==> src/rtl/xfh_pkg.sv <==
package xfh_pkg;
  localparam int N_SITE = 12;
  localparam int IDX_W  = 4;
  localparam int SITE_Z = 11;
  typedef logic [N_SITE-1:0] line_vec_t;
endpackage

==> src/rtl/xfh_site_decode.sv <==
module xfh_site_decode
  import xfh_pkg::*;
(
  input  line_vec_t              good_lines,
  input  logic                   flt_en,
  input  logic [IDX_W-1:0]       site_idx,
  input  logic                   stuck_val,
  input  logic                   bridge_en,
  input  logic                   bridge_or,
  input  logic [IDX_W-1:0]       br_x,
  input  logic [IDX_W-1:0]       br_y,
  output line_vec_t              frc_mask,
  output line_vec_t              frc_val
);
  localparam logic [IDX_W-1:0] LIM = IDX_W'(N_SITE);

  logic px, py, wired, br_ok, sa_ok;

  // fault-free values of the two shorted lines
  always_comb begin
    px = 1'b0;
    py = 1'b0;
    for (int i = 0; i < N_SITE; i++) begin
      if (br_x == IDX_W'(i)) px = good_lines[i];
      if (br_y == IDX_W'(i)) py = good_lines[i];
    end
  end

  assign wired = bridge_or ? (px | py) : (px & py);
  assign br_ok = bridge_en && (br_x < LIM) && (br_y < LIM) && (br_x != br_y);
  assign sa_ok = !bridge_en && flt_en && (site_idx < LIM);

  always_comb begin
    frc_mask = '0;
    frc_val  = '0;
    for (int i = 0; i < N_SITE; i++) begin
      if (br_ok && (br_x == IDX_W'(i) || br_y == IDX_W'(i))) begin
        frc_mask[i] = 1'b1;
        frc_val[i]  = wired;
      end else if (sa_ok && site_idx == IDX_W'(i)) begin
        frc_mask[i] = 1'b1;
        frc_val[i]  = stuck_val;
      end
    end
  end
endmodule

==> src/rtl/xfh_nand_net.sv <==
module xfh_nand_net
  import xfh_pkg::*;
(
  input  logic      in_a,
  input  logic      in_b,
  input  line_vec_t frc_mask,
  input  line_vec_t frc_val,
  output line_vec_t lines
);
  function automatic logic tap(input logic drv, input logic m, input logic v);
    return m ? v : drv;
  endfunction

  logic a_s, b_s, a_n1, a_n2, b_n1, b_n3;
  logic n1, n1_n2, n1_n3, n2, n3, z;

  assign a_s   = tap(in_a,            frc_mask[0],  frc_val[0]);
  assign b_s   = tap(in_b,            frc_mask[1],  frc_val[1]);
  assign a_n1  = tap(a_s,             frc_mask[2],  frc_val[2]);
  assign a_n2  = tap(a_s,             frc_mask[3],  frc_val[3]);
  assign b_n1  = tap(b_s,             frc_mask[4],  frc_val[4]);
  assign b_n3  = tap(b_s,             frc_mask[5],  frc_val[5]);
  assign n1    = tap(~(a_n1 & b_n1),  frc_mask[6],  frc_val[6]);
  assign n1_n2 = tap(n1,              frc_mask[7],  frc_val[7]);
  assign n1_n3 = tap(n1,              frc_mask[8],  frc_val[8]);
  assign n2    = tap(~(a_n2 & n1_n2), frc_mask[9],  frc_val[9]);
  assign n3    = tap(~(n1_n3 & b_n3), frc_mask[10], frc_val[10]);
  assign z     = tap(~(n2 & n3),      frc_mask[11], frc_val[11]);

  assign lines = {z, n3, n2, n1_n3, n1_n2, n1, b_n3, b_n1, a_n2, a_n1, b_s, a_s};
endmodule

==> src/rtl/xor_fault_harness.sv <==
module xor_fault_harness
  import xfh_pkg::*;
(
  input  logic             clk,
  input  logic             rst,
  input  logic             in_a,
  input  logic             in_b,
  input  logic             flt_en,
  input  logic [IDX_W-1:0] site_idx,
  input  logic             stuck_val,
  input  logic             bridge_en,
  input  logic             bridge_or,
  input  logic [IDX_W-1:0] br_x,
  input  logic [IDX_W-1:0] br_y,
  output logic             good_q,
  output logic             bad_q,
  output logic             err_q
);
  line_vec_t good_lines, bad_lines, frc_mask, frc_val;

  xfh_nand_net u_good (
    .in_a(in_a), .in_b(in_b),
    .frc_mask('0), .frc_val('0),
    .lines(good_lines)
  );

  xfh_site_decode u_dec (
    .good_lines(good_lines), .flt_en(flt_en), .site_idx(site_idx),
    .stuck_val(stuck_val), .bridge_en(bridge_en), .bridge_or(bridge_or),
    .br_x(br_x), .br_y(br_y), .frc_mask(frc_mask), .frc_val(frc_val)
  );

  xfh_nand_net u_bad (
    .in_a(in_a), .in_b(in_b),
    .frc_mask(frc_mask), .frc_val(frc_val),
    .lines(bad_lines)
  );

  always_ff @(posedge clk) begin
    if (rst) begin
      good_q <= 1'b0;
      bad_q  <= 1'b0;
      err_q  <= 1'b0;
    end else begin
      good_q <= good_lines[SITE_Z];
      bad_q  <= bad_lines[SITE_Z];
      err_q  <= good_lines[SITE_Z] ^ bad_lines[SITE_Z];
    end
  end

  p_reset_clear_r1: assert property (@(posedge clk)
    rst |=> (!good_q && !bad_q && !err_q));

  p_good_xor_r2: assert property (@(posedge clk) disable iff (rst)
    1'b1 |=> (good_q == ($past(in_a) ^ $past(in_b))));

  p_quiet_r3: assert property (@(posedge clk) disable iff (rst)
    (!flt_en && !bridge_en) |=> (bad_q == good_q && !err_q));

  p_copies_agree_r3: assert property (@(posedge clk) disable iff (rst)
    (frc_mask == '0) |-> (bad_lines == good_lines));

  p_single_site_r5: assert property (@(posedge clk) disable iff (rst)
    !bridge_en |-> $onehot0(frc_mask));

  p_no_site_r7: assert property (@(posedge clk) disable iff (rst)
    (flt_en && !bridge_en && site_idx >= IDX_W'(N_SITE)) |=> !err_q);

  p_pair_only_r8: assert property (@(posedge clk) disable iff (rst)
    $countones(frc_mask) <= 2);
endmodule

==> config.mk <==
export PLATFORM = sky130hd
export DESIGN_NAME = xor_fault_harness
export DESIGN_NICKNAME = d
export VERILOG_FILES = /design/src/rtl/xfh_pkg.sv /design/src/rtl/xfh_site_decode.sv /design/src/rtl/xfh_nand_net.sv /design/src/rtl/xor_fault_harness.sv
export SDC_FILE = /design/constraint.sdc
export NUM_CORES = 1
export LEC_CHECK = 0
export CAP_MARGIN = 20
export CORE_MARGIN = 4
export CORE_UTILIZATION = 56
export CTS_CLUSTER_SIZE = 12
export DETAILED_ROUTE_END_ITERATION = 7
export HOLD_SLACK_MARGIN = 0.1
export PLACE_DENSITY = 0.93
export SLEW_MARGIN = 20
export SYNTH_ARGS = -nofsm -noshare
export SYNTH_HDL_FRONTEND = slang
export SYNTH_SLANG_ARGS = --single-unit
==> constraint.sdc <==
create_clock -name clk -period 4.7 [get_ports clk]
set_clock_uncertainty 0.1 [all_clocks]
set_input_delay 0.94 -clock clk [delete_from_list [all_inputs] [get_ports clk]]
set_output_delay 0.94 -clock clk [all_outputs]
set_load 0.005 [all_outputs]
==> impl_metrics.env <==
export IMPL_fin_crit_sh_pct=87.19
export IMPL_start_util_pct=58.86
export IMPL_ys_flop_type="dfxtp_1"
export IMPL_cp_start_kind="input port"
export IMPL_syn_area_um2=1155
export IMPL_yosysWarnings=0
export IMPL_syn2layout_area_growth_pct=18.09
export IMPL_vias=1438
export IMPL_min_period_ns=4.098
export IMPL_placed_area_um2=1338
export IMPL_num_rows=16
export IMPL_die_y_um=53.41
export IMPL_end_kind="flip-flop"
export IMPL_finalSetupViolCount=0
export IMPL_maxCapViolations=0
export IMPL_synth_edff_count=0
export IMPL_postLayoutCoreUtil_pct=69.52
export IMPL_crit_type="input port to flip-flop"
export IMPL_maxSlewViolCount=0
export IMPL_whs_ns=1.213
export IMPL_finalHoldViolCount=0
export IMPL_syn_nets=188
export IMPL_p_sw_share_pct=41.86
export IMPL_antenna_left=0
export IMPL_cts_buffer_depth=2
export IMPL_p_int_mw=0.1185
export IMPL_ys_seq_area_share_pct=5.200
export IMPL_max_freq_ghz=0.2440
export IMPL_avgViaCountPerCell=7.015
export IMPL_power_total_mw=0.2038
export IMPL_hold_path_class="input port to flip-flop"
export IMPL_wl_mm=3.520
export IMPL_antennaDiodeCount=0
export IMPL_ir_drop_mv=0.1273
export IMPL_grt_pass1_vias=1258
export IMPL_cts_resized=0
export IMPL_rsz0062_at_grt="false"
export IMPL_htreeDepth=1
export IMPL_power_leakage_nw=0.4759
export IMPL_cts_tree="yes"
export IMPL_synth_avg_cell_area_um2=6.999
export IMPL_grt_usage_pct=25.78
export IMPL_slew_headroom_pct=35.30
export IMPL_pwr_share_seq_pct=14.5
export IMPL_postCtsSetupBuffers=0
export IMPL_synth_async_reset_ratio_pct=0
export IMPL_clock_sinks=3
export IMPL_status="finished clean"
export IMPL_synth_cells=165
export IMPL_power_density_nw_per_um2=149.4
export IMPL_cts_root_buf="clkbuf_4"
export IMPL_cp_arrival_ns=4.13
export IMPL_cp_data_required_time_ns=4.73
export IMPL_grt_first_pass_wirelength_mm=5.651
export IMPL_stdcell_area_um2=1364
export IMPL_antenna_found_initial=0
export IMPL_switchingPower_mw=0.08531
export IMPL_path_max_fanout=13
export IMPL_die_area_um2=2853
export IMPL_cts_hold_buf=0
export IMPL_core_um2=1962
export IMPL_setup_tns_ns=0
export IMPL_clkSlewWorstSetupHoldPaths_ns=0.04
export IMPL_grt_start_max_net_pins=17
export IMPL_layout_nets=202
export IMPL_port_buffer_count=22
export IMPL_die_x_um=53.41
export IMPL_worst_pin_slew_ns=0.9575
export IMPL_ys_ff_latch=3
export IMPL_drc=0
export IMPL_num_io_pins=23
export IMPL_firstDrtPassIters=5
export IMPL_gp_congestion=1.033
export IMPL_wl_per_cell_um=17.17
export IMPL_layout_drive_gt1_share_pct=7.865
export IMPL_cts_made_buffers=3
export IMPL_hpwl_mm=2.594
export IMPL_clkPwrFrac_pct=23.5
export IMPL_gr_total_overflow=0
export IMPL_pwr_share_comb_pct=62.0
export IMPL_drt_iter0_drc=119
export IMPL_yosys_cell_types_count=62
==> kinds of logic after synthesis <==
| family | Yosys count | synth area share, % |
|---|---|---|
| AND/OR/NAND/NOR | 68 | 33.80 |
| AO/OA/AOI/OAI | 58 | 39.33 |
| buffers and inverters | 23 | 10.07 |
| XOR/XNOR | 7 | 5.309 |
| multiplexers | 3 | 3.033 |
| adder cells (fa/ha/maj) | 3 | 3.251 |
| flip-flops | 3 | 5.201 |
==> registers in the layout, indices dropped and copies added (netlist names) <==
| name | cells |
|---|---|
| err_q | 1 |
| bad_q | 1 |
| good_q | 1 |
==> placed cells by master, fill, tap and decap left out, types with 5 or more instances in the layout <==
master / instances
a21oi_1: 5
a31oi_1: 8
clkdlybuf4s50_1: 22
inv_1: 8
nand2_1: 15
nand2b_1: 6
nor2_1: 13
o22ai_1: 6
==> path summary, 6_finish.rpt <==
check                from  endpoint  slack [ns]  cells past startpoint
hold / removal        rst     bad_q        1.21                      2
setup / recovery  br_x[1]     err_q        0.60                     10
==> synth_stat cells, types with 3 or more instances <==
master | number | area, um^2
nor2_1 | 13 | 48.80
nand2_1 | 15 | 56.30
nor3b_1 | 3 | 22.52
xnor2_1 | 4 | 35.03
nor2b_1 | 4 | 25.02
a21oi_1 | 5 | 25.02
xor2_1 | 3 | 26.28
a22oi_1 | 3 | 22.52
dfxtp_1 | 3 | 60.06
ha_1 | 3 | 37.54
a32oi_1 | 3 | 26.28
clkbuf_1 | 4 | 15.01
a31oi_1 | 8 | 50.05
nand2b_1 | 6 | 37.54
nor4_1 | 4 | 25.02
buf_2 | 6 | 30.03
o32ai_1 | 3 | 26.28
inv_1 | 8 | 30.03
o21ai_0 | 4 | 20.02
nor4b_1 | 3 | 26.28
o22ai_1 | 6 | 37.54
==> power by group through the flow <==
stage	sequential, mW	combinational, mW	clock [mW]
finish	0.0296	0.126	0.0478
global route	0.0299	0.136	0.0520
CTS	0.0296	0.123	0.0500
detailed placement	0.0299	0.123	0
global placement	0.0301	0.118	0
floorplan	0.0306	0.0842	0
==> final cells by class <==
class                           instances  area, um^2
Clock buffer                            4       26.28
Fill cell                             164       598.1
Inverter                                8       30.03
Multi-Input combinational cell        139       978.4
Sequential cell                         3       60.06
Tap cell                               27       33.78
Timing Repair Buffer                   24       235.2
==> per-stage QoR <==
| step | instances | setup slack, ns |
|---|---|---|
| final | 205 | 0.6022 |
| after global routing | 205 | 0.4214 |
| after CTS | 205 | 0.6950 |
| after detailed placement | 201 | 0.4352 |
| after global placement | 201 | 0.6239 |
| after floorplan | 165 | 1.424 |
==> metal layers <==
metal	vias to the layer above	track usage, %	wire, um
li1	671	-	-
met1	646	32.95	1435
met2	106	42.65	1639
met3	15	4.507	347
met4	0	8.936	97
met5	-	0	0
==> worst max-delay path, stage by stage <==
cell,delay (ns)
clkdlybuf4s50_1,0.79
xor2_1,0.35
o32ai_1,0.21
nor3_2,0.62
nand2_1,0.11
o31ai_1,0.32
and2_1,0.18
a211oi_1,0.05
o211ai_1,0.23
mux2_4,0.32
Note: power is estimated with default switching activity, not from simulation.
